## src/rtl/sfsr_pkg.sv

```systemverilog
package sfsr_pkg;
  localparam int REG_W  = 8;
  localparam int NUM_SR = 3;

  localparam logic [REG_W-1:0] OP_WRSR  = 8'h01;
  localparam logic [REG_W-1:0] OP_WRDI  = 8'h04;
  localparam logic [REG_W-1:0] OP_RDSR1 = 8'h05;
  localparam logic [REG_W-1:0] OP_WREN  = 8'h06;
  localparam logic [REG_W-1:0] OP_RDSR3 = 8'h33;
  localparam logic [REG_W-1:0] OP_RDSR2 = 8'h35;
  localparam logic [REG_W-1:0] OP_VWREN = 8'h50;

  // writable bits per register, index 0 = register 1
  localparam logic [NUM_SR-1:0][REG_W-1:0] WR_MASK = {8'h7F, 8'h7F, 8'hFC};

  localparam int BUSY_BIT = 0;
  localparam int WEL_BIT  = 1;

  typedef enum logic [2:0] {
    CMD_NONE,
    CMD_READ,
    CMD_WREN,
    CMD_WRDI,
    CMD_VWREN,
    CMD_WRSR,
    CMD_SKIP
  } cmd_e;
endpackage

```

## src/rtl/sfsr_sync.sv

```systemverilog
module sfsr_sync #(
  parameter int               WIDTH   = 3,
  parameter int               STAGES  = 2,
  parameter logic [WIDTH-1:0] RST_VAL = '0
) (
  input  logic             clk,
  input  logic             rst,
  input  logic [WIDTH-1:0] d,
  output logic [WIDTH-1:0] q
);
  logic [WIDTH-1:0] stage_q [STAGES];

  genvar g;
  generate
    for (g = 0; g < STAGES; g++) begin : g_stage
      if (g == 0) begin : g_first
        always_ff @(posedge clk) begin
          if (rst) stage_q[g] <= RST_VAL;
          else     stage_q[g] <= d;
        end
      end else begin : g_next
        always_ff @(posedge clk) begin
          if (rst) stage_q[g] <= RST_VAL;
          else     stage_q[g] <= stage_q[g-1];
        end
      end
    end
  endgenerate

  assign q = stage_q[STAGES-1];
endmodule

```

## src/rtl/sfsr_shifter.sv

```systemverilog
module sfsr_shifter import sfsr_pkg::*; #(
  parameter int IDX_W = 3
) (
  input  logic             clk,
  input  logic             rst,
  input  logic             sck_s,
  input  logic             csn_s,
  input  logic             mosi_s,
  input  logic             tx_load,
  input  logic [REG_W-1:0] tx_data,
  output logic             frame_start,
  output logic             frame_end,
  output logic             in_frame,
  output logic             byte_valid,
  output logic [IDX_W-1:0] byte_idx,
  output logic [REG_W-1:0] rx_byte,
  output logic             miso
);
  localparam int               BIT_W    = $clog2(REG_W);
  localparam logic [BIT_W-1:0] LAST_BIT = BIT_W'(REG_W - 1);
  localparam logic [IDX_W-1:0] IDX_MAX  = '1;

  logic             sck_d, csn_d;
  logic [BIT_W-1:0] bit_cnt;
  logic [IDX_W-1:0] byte_cnt;
  logic [REG_W-1:0] rx_sr, tx_sr;
  logic             sck_rise, sck_fall;

  assign frame_start = csn_d & ~csn_s;
  assign frame_end   = ~csn_d & csn_s;
  assign sck_rise    = in_frame & sck_s & ~sck_d;
  assign sck_fall    = in_frame & ~sck_s & sck_d;
  assign byte_valid  = sck_rise && (bit_cnt == LAST_BIT);
  assign rx_byte     = {rx_sr[REG_W-2:0], mosi_s};
  assign byte_idx    = byte_cnt;
  assign miso        = tx_sr[REG_W-1];

  always_ff @(posedge clk) begin
    if (rst) begin
      sck_d    <= 1'b0;
      csn_d    <= 1'b1;
      in_frame <= 1'b0;
    end else begin
      sck_d <= sck_s;
      csn_d <= csn_s;
      if (frame_start)    in_frame <= 1'b1;
      else if (frame_end) in_frame <= 1'b0;
    end
  end

  always_ff @(posedge clk) begin
    if (rst || frame_start) begin
      bit_cnt  <= '0;
      byte_cnt <= '0;
      rx_sr    <= '0;
    end else if (sck_rise) begin
      rx_sr   <= rx_byte;
      bit_cnt <= (bit_cnt == LAST_BIT) ? '0 : bit_cnt + 1'b1;
      if (byte_valid && byte_cnt != IDX_MAX) byte_cnt <= byte_cnt + 1'b1;
    end
  end

  // output shifter: load at a byte boundary, shift on falls inside a byte
  always_ff @(posedge clk) begin
    if (rst || frame_start || frame_end) begin
      tx_sr <= '0;
    end else if (tx_load) begin
      tx_sr <= tx_data;
    end else if (sck_fall && bit_cnt != '0) begin
      tx_sr <= {tx_sr[REG_W-2:0], 1'b0};
    end
  end
endmodule

```

## src/rtl/sfsr_decode.sv

```systemverilog
module sfsr_decode import sfsr_pkg::*; #(
  parameter int IDX_W = 3,
  parameter int SEL_W = 2
) (
  input  logic                         clk,
  input  logic                         rst,
  input  logic                         frame_start,
  input  logic                         frame_end,
  input  logic                         byte_valid,
  input  logic [IDX_W-1:0]             byte_idx,
  input  logic [REG_W-1:0]             rx_byte,
  input  logic                         busy,
  input  logic                         wel,
  input  logic                         ven,
  output logic                         tx_load,
  output logic [SEL_W-1:0]             rd_sel,
  output logic                         do_wren,
  output logic                         do_wrdi,
  output logic                         do_vwren,
  output logic                         do_wrsr,
  output logic [IDX_W-1:0]             wr_cnt,
  output logic [NUM_SR-1:0][REG_W-1:0] wr_data
);
  cmd_e             cmd_q, op_cmd;
  logic [SEL_W-1:0] sel_q, op_sel;
  logic             first_byte;

  assign first_byte = (byte_idx == '0);

  always_comb begin
    op_cmd = CMD_SKIP;
    op_sel = '0;
    case (rx_byte)
      OP_RDSR1: begin op_cmd = CMD_READ; op_sel = SEL_W'(0); end
      OP_RDSR2: begin op_cmd = CMD_READ; op_sel = SEL_W'(1); end
      OP_RDSR3: begin op_cmd = CMD_READ; op_sel = SEL_W'(2); end
      OP_WRSR:  op_cmd = (wel || ven) ? CMD_WRSR : CMD_SKIP;
      OP_WREN:  op_cmd = busy ? CMD_SKIP : CMD_WREN;
      OP_WRDI:  op_cmd = busy ? CMD_SKIP : CMD_WRDI;
      OP_VWREN: op_cmd = busy ? CMD_SKIP : CMD_VWREN;
      default:  op_cmd = CMD_SKIP;
    endcase
  end

  assign rd_sel  = first_byte ? op_sel : sel_q;
  assign tx_load = byte_valid &&
                   ((first_byte && op_cmd == CMD_READ) ||
                    (!first_byte && cmd_q == CMD_READ));

  always_ff @(posedge clk) begin
    if (rst || frame_start) begin
      cmd_q  <= CMD_NONE;
      sel_q  <= '0;
      wr_cnt <= '0;
    end else if (byte_valid) begin
      if (first_byte) begin
        cmd_q <= op_cmd;
        sel_q <= op_sel;
      end else if (cmd_q == CMD_WRSR && int'(byte_idx) <= NUM_SR) begin
        wr_cnt <= byte_idx;
      end
    end
  end

  // staging for the data bytes; no reset needed, gated by wr_cnt
  always_ff @(posedge clk) begin
    if (byte_valid && cmd_q == CMD_WRSR) begin
      for (int k = 0; k < NUM_SR; k++) begin
        if (int'(byte_idx) == k + 1) wr_data[k] <= rx_byte;
      end
    end
  end

  assign do_wren  = frame_end && cmd_q == CMD_WREN;
  assign do_wrdi  = frame_end && cmd_q == CMD_WRDI;
  assign do_vwren = frame_end && cmd_q == CMD_VWREN;
  assign do_wrsr  = frame_end && cmd_q == CMD_WRSR;
endmodule

```

## src/rtl/sfsr_regs.sv

```systemverilog
module sfsr_regs import sfsr_pkg::*; #(
  parameter int IDX_W = 3
) (
  input  logic                         clk,
  input  logic                         rst,
  input  logic                         busy_in,
  input  logic                         do_wren,
  input  logic                         do_wrdi,
  input  logic                         do_vwren,
  input  logic                         do_wrsr,
  input  logic [IDX_W-1:0]             wr_cnt,
  input  logic [NUM_SR-1:0][REG_W-1:0] wr_data,
  output logic [NUM_SR-1:0][REG_W-1:0] sr_view,
  output logic                         busy_q,
  output logic                         wel_q,
  output logic                         ven_q
);
  logic [NUM_SR-1:0][REG_W-1:0] cfg_q;

  genvar g;
  generate
    for (g = 0; g < NUM_SR; g++) begin : g_reg
      always_ff @(posedge clk) begin
        if (rst) begin
          cfg_q[g] <= '0;
        end else if (do_wrsr && int'(wr_cnt) > g) begin
          cfg_q[g] <= (cfg_q[g] & ~WR_MASK[g]) | (wr_data[g] & WR_MASK[g]);
        end
      end
    end
  endgenerate

  always_ff @(posedge clk) begin
    if (rst) begin
      busy_q <= 1'b0;
      wel_q  <= 1'b0;
      ven_q  <= 1'b0;
    end else begin
      busy_q <= busy_in;
      if (do_wrsr || do_wrdi) wel_q <= 1'b0;
      else if (do_wren)       wel_q <= 1'b1;
      if (do_wrsr || do_wrdi) ven_q <= 1'b0;
      else if (do_vwren)      ven_q <= 1'b1;
    end
  end

  always_comb begin
    sr_view              = cfg_q;
    sr_view[0][WEL_BIT]  = wel_q;
    sr_view[0][BUSY_BIT] = busy_q;
  end
endmodule

```

## src/rtl/sfsr_unit.sv

```systemverilog
module sfsr_unit import sfsr_pkg::*; #(
  parameter int SYNC_STAGES = 2
) (
  input  logic             clk,
  input  logic             rst,
  input  logic             spi_sck,
  input  logic             spi_csn,
  input  logic             spi_mosi,
  output logic             spi_miso,
  input  logic             busy_in,
  output logic [REG_W-1:0] sr1_o,
  output logic [REG_W-1:0] sr2_o,
  output logic [REG_W-1:0] sr3_o
);
  localparam int IDX_W = $clog2(NUM_SR + 2);
  localparam int SEL_W = (NUM_SR > 1) ? $clog2(NUM_SR) : 1;

  logic [2:0]                   pins_s;
  logic                         frame_start, frame_end, in_frame, byte_valid;
  logic [IDX_W-1:0]             byte_idx, wr_cnt;
  logic [REG_W-1:0]             rx_byte;
  logic                         tx_load;
  logic [SEL_W-1:0]             rd_sel;
  logic                         do_wren, do_wrdi, do_vwren, do_wrsr;
  logic [NUM_SR-1:0][REG_W-1:0] wr_data, sr_view;
  logic                         busy_q, wel_q, ven_q;
  logic [REG_W-1:0]             rd_data;

  sfsr_sync #(.WIDTH(3), .STAGES(SYNC_STAGES), .RST_VAL(3'b010)) u_sync (
    .clk (clk),
    .rst (rst),
    .d   ({spi_sck, spi_csn, spi_mosi}),
    .q   (pins_s)
  );

  assign rd_data = (int'(rd_sel) < NUM_SR) ? sr_view[rd_sel] : '0;

  sfsr_shifter #(.IDX_W(IDX_W)) u_shift (
    .clk         (clk),
    .rst         (rst),
    .sck_s       (pins_s[2]),
    .csn_s       (pins_s[1]),
    .mosi_s      (pins_s[0]),
    .tx_load     (tx_load),
    .tx_data     (rd_data),
    .frame_start (frame_start),
    .frame_end   (frame_end),
    .in_frame    (in_frame),
    .byte_valid  (byte_valid),
    .byte_idx    (byte_idx),
    .rx_byte     (rx_byte),
    .miso        (spi_miso)
  );

  sfsr_decode #(.IDX_W(IDX_W), .SEL_W(SEL_W)) u_dec (
    .clk         (clk),
    .rst         (rst),
    .frame_start (frame_start),
    .frame_end   (frame_end),
    .byte_valid  (byte_valid),
    .byte_idx    (byte_idx),
    .rx_byte     (rx_byte),
    .busy        (busy_q),
    .wel         (wel_q),
    .ven         (ven_q),
    .tx_load     (tx_load),
    .rd_sel      (rd_sel),
    .do_wren     (do_wren),
    .do_wrdi     (do_wrdi),
    .do_vwren    (do_vwren),
    .do_wrsr     (do_wrsr),
    .wr_cnt      (wr_cnt),
    .wr_data     (wr_data)
  );

  sfsr_regs #(.IDX_W(IDX_W)) u_regs (
    .clk      (clk),
    .rst      (rst),
    .busy_in  (busy_in),
    .do_wren  (do_wren),
    .do_wrdi  (do_wrdi),
    .do_vwren (do_vwren),
    .do_wrsr  (do_wrsr),
    .wr_cnt   (wr_cnt),
    .wr_data  (wr_data),
    .sr_view  (sr_view),
    .busy_q   (busy_q),
    .wel_q    (wel_q),
    .ven_q    (ven_q)
  );

  assign sr1_o = sr_view[0];
  assign sr2_o = sr_view[1];
  assign sr3_o = sr_view[2];
endmodule

```

## config.mk

```make
export PLATFORM = sky130hd
export DESIGN_NAME = sfsr_unit
export DESIGN_NICKNAME = d
export VERILOG_FILES = /design/src/rtl/sfsr_pkg.sv /design/src/rtl/sfsr_sync.sv /design/src/rtl/sfsr_shifter.sv /design/src/rtl/sfsr_decode.sv /design/src/rtl/sfsr_regs.sv /design/src/rtl/sfsr_unit.sv
export SDC_FILE = /design/constraint.sdc
export NUM_CORES = 1
export LEC_CHECK = 0
export BUFFER_PORTS_ARGS = -buffer_cell sky130_fd_sc_hd__buf_4
export CORE_ASPECT_RATIO = 1.75
export CORE_MARGIN = 3
export CORE_UTILIZATION = 25
export DETAILED_ROUTE_END_ITERATION = 6
export PLACE_DENSITY = 0.43
export SLEW_MARGIN = 20
export SYNTH_ARGS = -nofsm -noshare
export SYNTH_HDL_FRONTEND = slang
export SYNTH_HIERARCHICAL = 1
export SYNTH_SLANG_ARGS = --single-unit
export TNS_END_PERCENT = 20
```

## constraint.sdc

```tcl
create_clock -name clk -period 2.47 [get_ports clk]
set_input_delay 0.1235 -clock clk [delete_from_list [all_inputs] [get_ports clk]]
set_output_delay 0.1235 -clock clk [all_outputs]
set_load 0.005 [all_outputs]
```

==> insert_results.sql, run 1 <==
INSERT INTO impl_metrics (metric_group, metric, value, unit) VALUES
('setup_path', 'crit_arrival', '2.53', 'ns'),
('global_route', 'grt_start_max_net_pins', '42', ''),
('setup_path', 'critical_path_class', 'flip-flop to flip-flop', ''),
('sta', 'finalMaxSlewViolations', '0', ''),
('setup_path', 'cp_top_family', 'simple AND/OR/NAND/NOR gates', ''),
('power', 'p_seq_frac', '0.481', ''),
('synthesis', 'synth.avg_cell_area', '10.5', 'um^2'),
('synthesis', 'postSynthCellCount', '347', ''),
('clock_tree', 'tritoncts', 'built', ''),
('routing', 'drtIter0Drc', '124', ''),
('power', 'comb_power_share', '0.022', ''),
('routing', 'routedWlPerCell', '17.7', 'um'),
('placed_design', 'dp.final_hpwl', '7550', 'um'),
('routing', 'drc_errors', '0', ''),
('layout', 'area_delta_synth_final', '19.8', '%'),
('setup_path', 'crit_slowest_cell', 'or4b_4', ''),
('synthesis', 'syn-cell-area', '3650', 'um^2'),
('global_route', 'via_count_of_the_first_global_routing_pass', '2795', ''),
('layout', 'n_antenna_cell', '0', ''),
('hold_path', 'holdCritPathClass', 'input port to flip-flop', ''),
('global_route', 'grt-ovfl-total', '0', ''),
('power', 'p_sw_frac', '0.210', ''),
('routing', 'antenna_violating_nets_post_route', '0', ''),
('setup_path', 'reg2reg_depth', '6', ''),
('setup_path', 'timing.critical_path.from_type', 'flip-flop', ''),
('placed_design', 'globalplace.congestion', '0.843', ''),
('setup_path', 'path_cells', 'or4b_4, nor2_1, mux2_2, mux2i_1, o2bb2ai_1, o221a_2', ''),
('clock_tree', 'cts_max_level', '3', ''),
('setup_path', 'path_max_fanout', '9', ''),
('sta', 'setup_violations', '0', ''),
('routing', 'drtPass1Iterations', '4', ''),
('layout', 'multiInputGateArea', '1630', 'um^2'),
('setup_path', 'instance_count_on_the_critical_path', '6', ''),
('power', 'leakage_power_summed_over_all_cells', '1.71', 'nW'),
('sta', 'worst_pin_slew', '0.589', 'ns'),
('clock_tree', 'clock_path_buffers', '2', ''),
('global_route', 'gr-usage-all-layers', '0.127', ''),
('sta', 'final_report_hold_violation_count', '0', ''),
('layout', 'final-seq-area', '1820', 'um^2'),
('routing', 'num_vias', '2688', ''),
('sta', 'maxSlewHeadroom', '0.607', ''),
('sta', 'setup_ws', '0.169', 'ns'),
('clock_tree', 'skew_pair_late_insertion_delay', '0.34', 'ns'),
('synthesis', 'synthesis.yosys.warnings', '6', ''),
('sta', 'tns', '0', 'ns'),
('setup_path', 'crit_path_max_incr_delay', '0.58', 'ns'),
('clock_tree', 'clkTransAtPathRegs', '0.07', 'ns'),
('clock_tree', 'cts_made_buffers', '9', ''),
('power', 'cellInternalPower', '0.00224', 'W'),
('placed_design', 'placement.io_buffers', '28', ''),
('layout', 'drive_above_1_share', '0.200', ''),
('clock_tree', 'postCtsResizedCells', '0', ''),
('clock_tree', 'cts-root-buf', 'clkbuf_16', ''),
('clock_tree', 'cts.sinks', '81', ''),
('power', 'switching_power', '0.000595', 'W'),
('floorplanning', 'placementRows', '57', ''),
('floorplanning', 'die_width', '97.3', 'um'),
('floorplanning', 'io-pin-count', '31', ''),
('layout', 'fillerInstances', '1483', ''),
('clock_tree', 'postCtsSetupBuffers', '0', ''),
('routing', 'routed_wl', '9950', 'um'),
('run_status', 'outcome', 'complete, no violations', ''),
('setup_path', 'timing.critical_path.required', '2.70', 'ns'),
('sta', 'final.setup_skew', '0.00781', 'ns'),
('sta', 'timing.final.crit_share', '0.932', ''),
('sta', 'period_needed', '2.30', 'ns'),
('routing', 'avgViaCountPerCell', '4.78', ''),
('power', 'power.density', '648', 'nW/um^2'),
('floorplanning', 'floorplan.core_area', '14100', 'um^2'),
('placed_design', 'placement.setup.worst_slack', '0.196', 'ns'),
('floorplanning', 'design.die.area', '16100', 'um^2'),
('flow_run', 'drv_cap', '0', ''),
('sta', 'max_freq', '0.435', 'GHz'),
('sta', 'rsz0062_at_grt', 'no', ''),
('clock_tree', 'hold_buffers', '2', ''),
('setup_path', 'timing.critical_path.buf_inv', '0', ''),
('hold_path', 'holdPathStages', '2', ''),
('floorplanning', 'initial_core_util', '0.258', ''),
('setup_path', 'worstSetupEndpointType', 'flip-flop', ''),
('global_route', 'antenna_found_initial', '0', ''),
('layout', 'final_net_count', '393', ''),
('power', 'power.ir.vdd_worst', '0.251', 'mV'),
('power', 'pwr-share-clk', '0.496', ''),
('floorplanning', 'die_h', '166', 'um'),
('global_route', 'grt_pass1_wl', '15600', 'um');
-- area by class of cell --
| type | instances | share of cell area |
|---|---|---|
| sequential | 81 | 0.417 |
| multi-input combinational | 229 | 0.372 |
| timing repair buffer | 42 | 0.0733 |
| clock buffer | 11 | 0.0581 |
| tap | 177 | 0.0507 |
| inverter | 17 | 0.0146 |
| clock inverter | 5 | 0.0140 |
-- flip-flops by register name, summed over array words and instances (netlist names), 2 cells and up --
name	flops
u_shift/rx_sr	7
u_shift/tx_sr	8
u_dec/sel_q	2
u_dec/wr_cnt	3
u_sync/stage_q	6
u_shift/bit_cnt	3
u_dec/cmd_q	3
u_shift/byte_idx	3
u_dec/wr_data	20
u_regs/sr_view	20
-- cell usage in the layout, fill, tap and decap left out, types with 7 or more instances in the layout --
| master | instances |
|---|---|
| edfxtp_1 | 20 |
| dfxtp_1 | 61 |
| nor2b_1 | 10 |
| a41o_1 | 7 |
| a31oi_1 | 8 |
| o2bb2ai_1 | 8 |
| inv_1 | 17 |
| ha_1 | 7 |
| a21oi_1 | 18 |
| buf_4 | 40 |
| clkbuf_16 | 10 |
| nand2_1 | 27 |
| o221a_2 | 7 |
| mux2i_1 | 31 |
| nand2b_1 | 17 |
| nor2_1 | 24 |
-- metrics by stage --
stage	area, um^2	utilization	total power [W]	hold WS (ns)	instances
after detailed placement	4030	0.286	0.00145	0.308	544
after global routing	4370	0.309	0.00294	0.00579	562
final	4370	0.309	0.00283	0.00913	562
after CTS	4370	0.309	0.00288	0.00258	562
after global placement	4030	0.286	0.00145	0.306	544
after floorplan	3650	-	0.00144	0.195	348
-- per-layer routing --
layer	up-vias	part of all wire	track usage
met3	21	0.027	0.0189
li1	1304	-	-
met2	56	0.57	0.246
met4	0	0.041	0.0747
met5	-	0	0
met1	1307	0.36	0.124
-- power groups by stage --
stage	Clock [W]	Combinational, W	Sequential [W]
after CTS	0.00146	0.0000647	0.00136
after detailed placement	0	0.0000621	0.00139
after global placement	0	0.0000620	0.00139
after floorplan	0	0.0000455	0.00139
after global routing	0.00150	0.0000709	0.00136
final	0.00140	0.0000636	0.00136
-- path summary, 6_finish.rpt --
kind,start,end,slack (ns)
max reg2reg,u_shift/rx_sr[5],u_shift/tx_sr[7],0.17
max,u_shift/rx_sr[5],u_shift/tx_sr[7],0.17
min reg2reg,u_sync/stage_q[0][1],u_sync/stage_q[1][1],0.41
min,spi_mosi,u_sync/stage_q[0][0],0.009
Note: power is estimated with default switching activity, not from simulation.
==> run 2: changes to the inputs <==
Settings changed: CORE_MARGIN 3 to 2, HOLD_SLACK_MARGIN set to 0.05, PLACE_DENSITY 0.43 to 0.44.
Clock period 2.47 ns to 2 ns, I/O delays scaled along.
==> run 2 against run 1 <==
Effect of this change: utilization increased by 2.3 points; die area decreased by 3.2%; critical path type unchanged; sequential power increased by 24%; critical endpoint is now u_shift/tx_sr[5]; largest power group is now registers.
==> insert_results.sql, run 2 (synthesis gave the netlist of run 1 again) <==
INSERT INTO impl_metrics (metric_group, metric, value, unit) VALUES
('run_status', 'outcome', 'complete, no violations', ''),
('sta', 'worst_pin_slew', '0.541', 'ns'),
('sta', 'final.setup_skew', '0.00689', 'ns'),
('routing', 'num_vias', '2795', ''),
('power', 'cellInternalPower', '0.00269', 'W'),
('power', 'power.total', '0.00341', 'W'),
('routing', 'drtIter0Drc', '97', ''),
('routing', 'avgViaCountPerCell', '4.67', ''),
('layout', 'n_antenna_cell', '0', ''),
('setup_path', 'regToRegSetupSlack', '0.04', 'ns'),
('setup_path', 'timing.critical_path.from_type', 'flip-flop', ''),
('floorplanning', 'floorplan.core_area', '14300', 'um^2'),
('power', 'p_seq_frac', '0.493', ''),
('floorplanning', 'design.die.area', '15600', 'um^2'),
('power', 'comb_power_share', '0.026', ''),
('setup_path', 'path_cells', 'or4b_4, nor2_4, mux2_4, mux2i_2, o2bb2ai_2, o221a_2', ''),
('clock_tree', 'cts_made_buffers', '9', ''),
('routing', 'drc_errors', '0', ''),
('hold_path', 'holdPathStages', '2', ''),
('clock_tree', 'clkTransAtPathRegs', '0.06', 'ns'),
('floorplanning', 'io-pin-count', '31', ''),
('layout', 'final-instance-count-excl-fill', '599', ''),
('clock_tree', 'tritoncts', 'built', ''),
('layout', 'final_cell_mix', 'buf_4, dfxtp_1, mux2i_1', ''),
('layout', 'layout_commonest_cell', 'buf_4', ''),
('layout', 'area_delta_synth_final', '30.1', '%'),
('setup_path', 'cp-startpoint', 'u_shift/rx_sr[2]', ''),
('placed_design', 'dp.final_hpwl', '7560', 'um'),
('clock_tree', 'cts-root-buf', 'clkbuf_16', ''),
('layout', 'post-route-util', '0.332', ''),
('floorplanning', 'die_width', '95.3', 'um'),
('global_route', 'grt_pass1_wl', '14900', 'um'),
('routing', 'routed_wl', '10100', 'um'),
('global_route', 'grt-ovfl-total', '0', ''),
('sta', 'maxSlewHeadroom', '0.639', ''),
('sta', 'setup_violations', '0', ''),
('sta', 'period_needed', '1.96', 'ns'),
('hold_path', 'timing.hold.worst_endpoint', 'u_sync/stage_q[1][2]', ''),
('setup_path', 'worstReg2RegEnd', 'u_shift/tx_sr[5]', ''),
('sta', 'rsz0062_at_grt', 'yes', ''),
('power', 'switching_power', '0.000727', 'W'),
('placed_design', 'placement.io_buffers', '28', ''),
('global_route', 'gr-usage-all-layers', '0.133', ''),
('sta', 'setup_ws', '0.0408', 'ns'),
('power', 'power.density', '720', 'nW/um^2'),
('setup_path', 'crit_path_max_incr_delay', '0.59', 'ns'),
('clock_tree', 'cts_max_level', '3', ''),
('sta', 'max_freq', '0.510', 'GHz'),
('sta', 'final_report_hold_violation_count', '0', ''),
('sta', 'timing.final.crit_share', '0.980', ''),
('floorplanning', 'placementRows', '58', ''),
('setup_path', 'crit_slowest_cell', 'or4b_4', ''),
('hold_path', 'holdCritPathClass', 'input port to flip-flop', ''),
('setup_path', 'r2r_start', 'u_shift/rx_sr[2]', ''),
('setup_path', 'reg2reg_depth', '6', ''),
('flow_run', 'drv_cap', '0', ''),
('floorplanning', 'die_h', '164', 'um'),
('global_route', 'antenna_found_initial', '0', ''),
('placed_design', 'place.detailed.instances', '576', ''),
('power', 'power.ir.vdd_worst', '0.314', 'mV'),
('routing', 'antenna_violating_nets_post_route', '0', ''),
('layout', 'drive_above_1_share', '0.298', ''),
('clock_tree', 'cts.sinks', '81', ''),
('routing', 'routedWlPerCell', '16.8', 'um'),
('hold_path', 'worstHoldStart', 'rst', ''),
('setup_path', 'worstSetupEndpointType', 'flip-flop', ''),
('power', 'leakage_power_summed_over_all_cells', '1.91', 'nW'),
('clock_tree', 'clock_path_buffers', '2', ''),
('power', 'p_sw_frac', '0.213', ''),
('placed_design', 'placement.setup.worst_slack', '-0.194', 'ns'),
('floorplanning', 'initial_core_util', '0.255', ''),
('global_route', 'grt_start_max_net_pins', '24', ''),
('setup_path', 'critical_path_class', 'flip-flop to flip-flop', ''),
('power', 'pwr-share-clk', '0.481', ''),
('placed_design', 'globalplace.congestion', '0.774', ''),
('global_route', 'via_count_of_the_first_global_routing_pass', '2757', ''),
('setup_path', 'path_max_fanout', '5', ''),
('layout', 'final_net_count', '427', ''),
('setup_path', 'timing.critical_path.required', '2.22', 'ns'),
('clock_tree', 'skew_pair_late_insertion_delay', '0.33', 'ns'),
('sta', 'finalMaxSlewViolations', '0', ''),
('routing', 'drtPass1Iterations', '4', ''),
('setup_path', 'crit_arrival', '2.18', 'ns');
[run 2: worst max path at each step]
stage | to | cells past startpoint
after detailed placement | u_dec/wr_data[14] | 9
after CTS | u_dec/wr_data[12] | 9
after floorplan | u_shift/tx_sr[0] | 10
final | u_shift/tx_sr[5] | 6
after global routing | u_shift/tx_sr[3] | 6
after global placement | u_dec/wr_data[12] | 9
[run 2: power groups by stage]
stage / sequential [W] / combinational, W / clock (W)
floorplan: 0.00172 / 0.0000562 / 0
global placement: 0.00172 / 0.0000831 / 0
detailed placement: 0.00172 / 0.0000838 / 0
CTS: 0.00168 / 0.0000902 / 0.00169
global route: 0.00168 / 0.0000977 / 0.00176
finish: 0.00168 / 0.0000899 / 0.00164
[run 2: area by class of cell]
type | instances | area, um^2
Fill cell | 1434 | 9550
Inverter | 17 | 63.8
Clock buffer | 10 | 229
Clock inverter | 6 | 68.8
Sequential cell | 81 | 1820
Timing Repair Buffer | 75 | 589
Multi-Input combinational cell | 230 | 1740
Tap cell | 180 | 225
[run 2: metrics by stage]
step | hold slack (ns) | instance area [um^2] | TNS (ns)
global route | 0.114 | 4740 | -0.0386
detailed placement | 0.290 | 4270 | -4.00
CTS | 0.0859 | 4630 | 0
finish | 0.0857 | 4740 | 0
global placement | 0.289 | 4270 | -3.78
floorplan | 0.172 | 3650 | -0.00665
[run 2: routing by layer]
metal	wire length (um)	up-vias	track usage
met5	0	-	0
met4	375	0	0.0758
met3	243	19	0.0239
met2	5770	51	0.255
met1	3680	1349	0.127
li1	-	1376	-
[run 2: critical path: cells and delay by family (launching register included)]
| family | cells | cell delay [ns] |
|---|---|---|
| and+or+nand+nor | 2 | 0.73 |
| muxes | 2 | 0.47 |
| AOI/OAI and AO/OA | 2 | 0.35 |
| DFF | 1 | 0.31 |
[run 2: timing repair]
| action | 4_1_cts | 5_1_grt |
|---|---|---|
| endpoints found under the setup margin | 29 | 28 |
| pin swaps | 0 | 7 |
| gates resized for setup | 7 | 20 |
| buffers inserted | 0 | 2 |
| hold buffers | 4 | 0 |
| hold endpoints to repair | 4 | 0 |
| gates cloned | 0 | 1 |
